## src/rtl/ami_pkg.sv

```systemverilog
package ami_pkg;

  typedef enum logic [1:0] {
    SYM_NONE = 2'b00,
    SYM_POS  = 2'b01,
    SYM_NEG  = 2'b10,
    SYM_BAD  = 2'b11
  } ami_sym_e;

  // Line code for one bit: a one becomes a mark of the requested polarity.
  function automatic logic [1:0] ami_encode(input logic one, input logic neg);
    ami_sym_e s;
    if (!one)     s = SYM_NONE;
    else if (neg) s = SYM_NEG;
    else          s = SYM_POS;
    return s;
  endfunction

  function automatic logic sym_is_mark(input logic [1:0] s);
    return (s == SYM_POS) || (s == SYM_NEG);
  endfunction

  function automatic logic sym_is_neg(input logic [1:0] s);
    return s == SYM_NEG;
  endfunction

endpackage

```

## src/rtl/ami_sst.sv

```systemverilog
// Self-synchronizing scrambler / descrambler stage.
// hist[0] is the most recent line bit; the taps sit at delays TAP and LEN.
module ami_sst #(
  parameter int LEN        = 9,
  parameter int TAP        = 5,
  parameter bit DESCRAMBLE = 1'b0
) (
  input  logic clk,
  input  logic rst_n,
  input  logic shift_en,
  input  logic din,
  output logic dout
);

  logic [LEN-1:0] hist;
  logic           line_bit;

  assign dout = din ^ hist[TAP-1] ^ hist[LEN-1];

  generate
    if (DESCRAMBLE) begin : g_desc
      assign line_bit = din;   // receiver history follows the line
    end else begin : g_scr
      assign line_bit = dout;  // transmitter history follows what it sends
    end
  endgenerate

  always_ff @(posedge clk or negedge rst_n) begin
    if (!rst_n)        hist <= '1;
    else if (shift_en) hist <= {hist[LEN-2:0], line_bit};
  end

endmodule

```

## src/rtl/ami_tx_framer.sv

```systemverilog
module ami_tx_framer
  import ami_pkg::*;
#(
  parameter int PAYLOAD_BITS = 36,
  parameter int SCR_LEN      = 9,
  parameter int SCR_TAP      = 5
) (
  input  logic       clk,
  input  logic       rst_n,
  input  logic       tx_start,
  input  logic       tx_data,
  output logic       tx_busy,
  output logic [1:0] tx_sym,
  output logic       tx_accept
);

  localparam int CNT_W = $clog2(PAYLOAD_BITS);
  localparam logic [CNT_W-1:0] LAST = CNT_W'(PAYLOAD_BITS - 1);

  logic             busy_q;
  logic [CNT_W-1:0] cnt_q;
  logic             next_neg_q;
  logic [1:0]       sym_q;
  logic             scr_bit;
  logic             emit_one;

  ami_sst #(.LEN(SCR_LEN), .TAP(SCR_TAP), .DESCRAMBLE(1'b0)) u_scr (
    .clk     (clk),
    .rst_n   (rst_n),
    .shift_en(busy_q),
    .din     (tx_data),
    .dout    (scr_bit)
  );

  assign tx_accept = tx_start & ~busy_q;
  assign emit_one  = tx_accept | (busy_q & scr_bit);

  always_ff @(posedge clk or negedge rst_n) begin
    if (!rst_n) begin
      busy_q     <= 1'b0;
      cnt_q      <= '0;
      next_neg_q <= 1'b0;
      sym_q      <= SYM_NONE;
    end else begin
      if (tx_accept) begin
        busy_q <= 1'b1;
        cnt_q  <= '0;
        sym_q  <= ami_encode(1'b1, next_neg_q);
      end else if (busy_q) begin
        cnt_q <= cnt_q + 1'b1;
        if (cnt_q == LAST) busy_q <= 1'b0;
        sym_q <= ami_encode(scr_bit, next_neg_q);
      end else begin
        sym_q <= SYM_NONE;
      end
      if (emit_one) next_neg_q <= ~next_neg_q;
    end
  end

  assign tx_busy = busy_q;
  assign tx_sym  = sym_q;

endmodule

```

## src/rtl/ami_rx_deframer.sv

```systemverilog
module ami_rx_deframer
  import ami_pkg::*;
#(
  parameter int PAYLOAD_BITS = 36,
  parameter int SCR_LEN      = 9,
  parameter int SCR_TAP      = 5
) (
  input  logic       clk,
  input  logic       rst_n,
  input  logic [1:0] rx_sym,
  output logic       rx_bit,
  output logic       rx_bit_vld,
  output logic       rx_done,
  output logic       rx_viol,
  output logic       rx_start_seen
);

  localparam int CNT_W = $clog2(PAYLOAD_BITS);
  localparam logic [CNT_W-1:0] LAST = CNT_W'(PAYLOAD_BITS - 1);

  logic             in_pay_q;
  logic [CNT_W-1:0] cnt_q;
  logic             seen_q;
  logic             last_neg_q;
  logic             mark;
  logic             neg;
  logic             plain;
  logic             pol_clash;
  logic             bit_q, vld_q, done_q, viol_q;

  assign mark          = sym_is_mark(rx_sym);
  assign neg           = sym_is_neg(rx_sym);
  assign rx_start_seen = ~in_pay_q & mark;
  assign pol_clash     = mark & seen_q & (neg == last_neg_q);

  ami_sst #(.LEN(SCR_LEN), .TAP(SCR_TAP), .DESCRAMBLE(1'b1)) u_desc (
    .clk     (clk),
    .rst_n   (rst_n),
    .shift_en(in_pay_q),
    .din     (mark),
    .dout    (plain)
  );

  always_ff @(posedge clk or negedge rst_n) begin
    if (!rst_n) begin
      in_pay_q   <= 1'b0;
      cnt_q      <= '0;
      seen_q     <= 1'b0;
      last_neg_q <= 1'b0;
      bit_q      <= 1'b0;
      vld_q      <= 1'b0;
      done_q     <= 1'b0;
      viol_q     <= 1'b0;
    end else begin
      if (rx_start_seen) begin
        in_pay_q <= 1'b1;
        cnt_q    <= '0;
      end else if (in_pay_q) begin
        cnt_q <= cnt_q + 1'b1;
        if (cnt_q == LAST) in_pay_q <= 1'b0;
      end
      vld_q  <= in_pay_q;
      bit_q  <= in_pay_q & plain;
      done_q <= in_pay_q && (cnt_q == LAST);
      viol_q <= pol_clash;
      if (mark) begin
        seen_q     <= 1'b1;
        last_neg_q <= neg;
      end
    end
  end

  assign rx_bit     = bit_q;
  assign rx_bit_vld = vld_q;
  assign rx_done    = done_q;
  assign rx_viol    = viol_q;

endmodule

```

## src/rtl/ami_burst_codec.sv

```systemverilog
module ami_burst_codec #(
  parameter int PAYLOAD_BITS = 36,
  parameter int SCR_LEN      = 9,
  parameter int SCR_TAP      = 5
) (
  input  logic       clk,
  input  logic       rst_n,
  input  logic       tx_start,
  input  logic       tx_data,
  output logic       tx_busy,
  output logic [1:0] tx_sym,
  input  logic [1:0] rx_sym,
  output logic       rx_bit,
  output logic       rx_bit_vld,
  output logic       rx_done,
  output logic       rx_viol
);

  logic tx_accept;
  logic rx_start_seen;

  ami_tx_framer #(
    .PAYLOAD_BITS(PAYLOAD_BITS), .SCR_LEN(SCR_LEN), .SCR_TAP(SCR_TAP)
  ) u_tx (
    .clk      (clk),
    .rst_n    (rst_n),
    .tx_start (tx_start),
    .tx_data  (tx_data),
    .tx_busy  (tx_busy),
    .tx_sym   (tx_sym),
    .tx_accept(tx_accept)
  );

  ami_rx_deframer #(
    .PAYLOAD_BITS(PAYLOAD_BITS), .SCR_LEN(SCR_LEN), .SCR_TAP(SCR_TAP)
  ) u_rx (
    .clk          (clk),
    .rst_n        (rst_n),
    .rx_sym       (rx_sym),
    .rx_bit       (rx_bit),
    .rx_bit_vld   (rx_bit_vld),
    .rx_done      (rx_done),
    .rx_viol      (rx_viol),
    .rx_start_seen(rx_start_seen)
  );

endmodule

```

## config.mk

```make
export PLATFORM = sky130hd
export DESIGN_NAME = ami_burst_codec
export DESIGN_NICKNAME = d
export VERILOG_FILES = /design/src/rtl/ami_pkg.sv /design/src/rtl/ami_sst.sv /design/src/rtl/ami_tx_framer.sv /design/src/rtl/ami_rx_deframer.sv /design/src/rtl/ami_burst_codec.sv
export SDC_FILE = /design/constraint.sdc
export NUM_CORES = 1
export LEC_CHECK = 0
export CORE_MARGIN = 4
export CORE_UTILIZATION = 35
export DETAILED_ROUTE_END_ITERATION = 8
export DONT_BUFFER_PORTS = 1
export PLACE_DENSITY = 0.46
export RECOVER_POWER = 25
export SKIP_CTS_REPAIR_TIMING = 1
export SLEW_MARGIN = 20
export SYNTH_ARGS = -nofsm -noshare
export SYNTH_HDL_FRONTEND = slang
export SYNTH_SLANG_ARGS = --single-unit
```

## constraint.sdc

```tcl
create_clock -name clk -period 1.63 [get_ports clk]
set_input_delay 0.0815 -clock clk [delete_from_list [all_inputs] [get_ports clk]]
set_output_delay 0.0815 -clock clk [all_outputs]
set_load 0.005 [all_outputs]
```

==> results.toml <==
[status]
outcome = "finished clean"

[cells_and_area]
antennaDiodeCount = 0
final_cells = 178
fin_nets = 134
area_growth_pct = 10.6
layout-drive-gt1-share_pct = 38.9

[clock_tree]
clkLatencyLatePin_ps = 290
cts_buffer_depth = 2
cts_tree = "yes"
cts_max_level = 2
cts.clk_slew.worst_paths_ps = 80
cts_root_buf = "clkbuf_8"
cts.sinks = 41
cts_buffers = 5

[critical_path]
r2r_end = "u_tx.next_neg_q$_DFFE_PN0P_"
arrival_ps = 1620
required_ps = 1850
path_max_fanout = 3
startpoint = "u_tx.u_scr.hist[4]$_DFFE_PN1P_"
ff2ff_setup_slack_ps = 230
worst_r2r_path_depth = 3
cp-endpoint = "u_tx.next_neg_q$_DFFE_PN0P_"
critPathCaptureType = "register"
r2r-start = "u_tx.u_scr.hist[4]$_DFFE_PN1P_"
worstSetupStartpointType = "register"
crit_type = "register to register"

[route]
totalWireLength_mm = 2.66
drt_pre_antenna_iters = 4
drc = 0
drtAntennaViolNets = 0
viasPerCell = 5.06
wl_per_cell_um = 15.0
vias = 900
drt_iter0_markers = 46

[min_path]
hold_path_class = "input pin to register"

[sta]
max_slew_margin_pct = 34.2
skew_ps = 10.5
period_minus_slack_ps = 1400
max_freq_mhz = 715
worstMarginPinSlew_ps = 988
tns_ps = 0
fin_crit_sh_pct = 85.8
setup_viol_count_final = 0
final_hold_viol_count = 0
final-max-slew-violation-count = 0
rsz0062_at_grt = "false"

[die]
die_w_um = 77.2
rows = 24
core_area_um2 = 4500
start_util_pct = 37.2
die_y_um = 77.2
ios = 13
dieArea_um2 = 5970

[synthesis]
netlist.area_leader.share_pct = 34.3
synth_edf_count = 0
netlist_area_um2 = 1680
yosysWarnings = 0
syn_area_per_cell_um2 = 14.1
yosys.area.top_type = "dfrtp_1"
synth_ff_type = "dfrtp_1"
synth.area.top_cells = "dfrtp_1, dfstp_2, mux2_2"
syn_inst = 119
ys_ff_latch = 41
synth_nets = 128
yosysUniqueCellTypes = 29
seq_area_frac_synth_pct = 62.5
async_flop_share_pct = 100

[placed_design]
io_buffers = 0
hpwl_mm = 1.79
dp_cells = 168
place.gp.congestion = 0.737

[grt]
grt_pass1_vias = 897
grt-ovfl-total = 0
grt_first_pass_wirelength_mm = 4.44
grt_max_degree = 42
antenna_found_initial = 0
grtUsageTotal_pct = 9.85

[pwr]
irDropWorstVdd_v = 0.000771
power_density_nw_per_um2 = 2050
power.leakage_uw = 0.000771

[job]
cap_violations = 0
## Yosys cell counts (2+ instances only)
cell type and count:
dfrtp_1 23, mux2_2 20, dfstp_2 18, a22o_1 4, buf_2 4, nand2_1 4
xnor2_1 4, a21oi_1 3, ha_1 3, inv_1 3, nand3_1 3, nor2_1 3
o21ai_0 3, xor2_1 3, nand2b_1 2, nand4_1 2, nor2b_1 2, nor3_1 2
o211ai_1 2, o31ai_1 2
## worst max-delay path, cell delays in order, from the launching register on
cell and delay, ps:
dfstp_2 550, xor3_2 440, a21boi_2 200, xnor2_1 130
## worst min path at each step
stage,startpoint,end,cells past startpoint
2_1_floorplan,rst_n,u_rx.cnt_q[0]$_DFFE_PN0P_,0
3_3_place_gp,rst_n,u_tx.cnt_q[4]$_DFFE_PN0P_,0
3_5_place_dp,rst_n,u_tx.cnt_q[4]$_DFFE_PN0P_,0
4_1_cts,rst_n,u_tx.cnt_q[4]$_DFFE_PN0P_,0
5_1_grt,tx_start,u_tx.cnt_q[1]$_DFFE_PN0P_,2
6_report,tx_start,u_tx.tx_busy$_DFF_PN0_,2
## sequential cells by signal, indices dropped and copies added (netlist names), 2 cells and up
signal and count:
u_rx.u_desc.hist 9, u_tx.u_scr.hist 9, u_rx.cnt_q 6, u_tx.cnt_q 6
u_tx.tx_sym 2
## placed cells by master (no fill, tap or decap), types with 2 or more instances in the layout
cell       n
nand2b_1   2
nand2_1    4
xnor2_1    4
dfrtp_1   23
nor2b_1    2
nand3_1    3
inv_1      3
o211ai_1   2
ha_1       3
xor2_1     3
a22o_1     4
clkbuf_8   5
a21oi_1    3
buf_4      2
o31ai_1    2
nand4_1    2
nor3_1     2
mux2_2    20
nor2_1     3
o21ai_0    3
dfstp_2   18
## area by class of cell
| cell class | instances | area (um2) |
|---|---|---|
| clock buffer | 6 | 72.6 |
| clock inverter | 2 | 33.8 |
| fill | 429 | 2650 |
| inverter | 3 | 11.3 |
| multi-input combinational | 70 | 594 |
| sequential | 41 | 1050 |
| tap | 52 | 65.1 |
| timing repair buffer | 4 | 30.0 |
## power breakdown
part | leakage, uW | internal [uW] | total, uW | switching [uW]
combinational | 0.000261 | 632 | 1050 | 413
sequential | 0.000458 | 1630 | 1970 | 340
clock | 0.0000528 | 452 | 786 | 334
## cells by family (layout without fill, tap and decap cells)
kind of cell | count (synthesis) | count (layout) | synth area share, %
DFF | 41 | 41 | 62.5
muxes | 21 | 21 | 14.0
and+or+nand+nor | 21 | 21 | 6.64
AOI/OAI and AO/OA | 17 | 17 | 7.38
xor gates and xnor gates | 8 | 8 | 5.15
buffers and inverters | 8 | 15 | 2.09
adders and majority gates | 3 | 3 | 2.24
## stage by stage
stage	hold slack, ps	setup WS [ps]	cell area, um2	util [%]	power [uW]
6_report	54.4	231	1860	41.2	3800
2_1_floorplan	-214	301	1680	-	2790
3_3_place_gp	-213	274	1730	38.5	2960
4_1_cts	-534	226	1840	40.9	3830
5_1_grt	84.1	160	1860	41.2	4070
3_5_place_dp	-213	242	1730	38.5	3030
## per-layer routing
layer | track usage (%) | part of all wire [%] | up-vias
met4 | 4.98 | 1.7 | 0
met5 | 0 | 0 | -
met3 | 4.80 | 4.2 | 5
met1 | 11.2 | 46 | 449
met2 | 15.3 | 48 | 15
li1 | - | - | 431
Power figures use the tool's default switching activity.
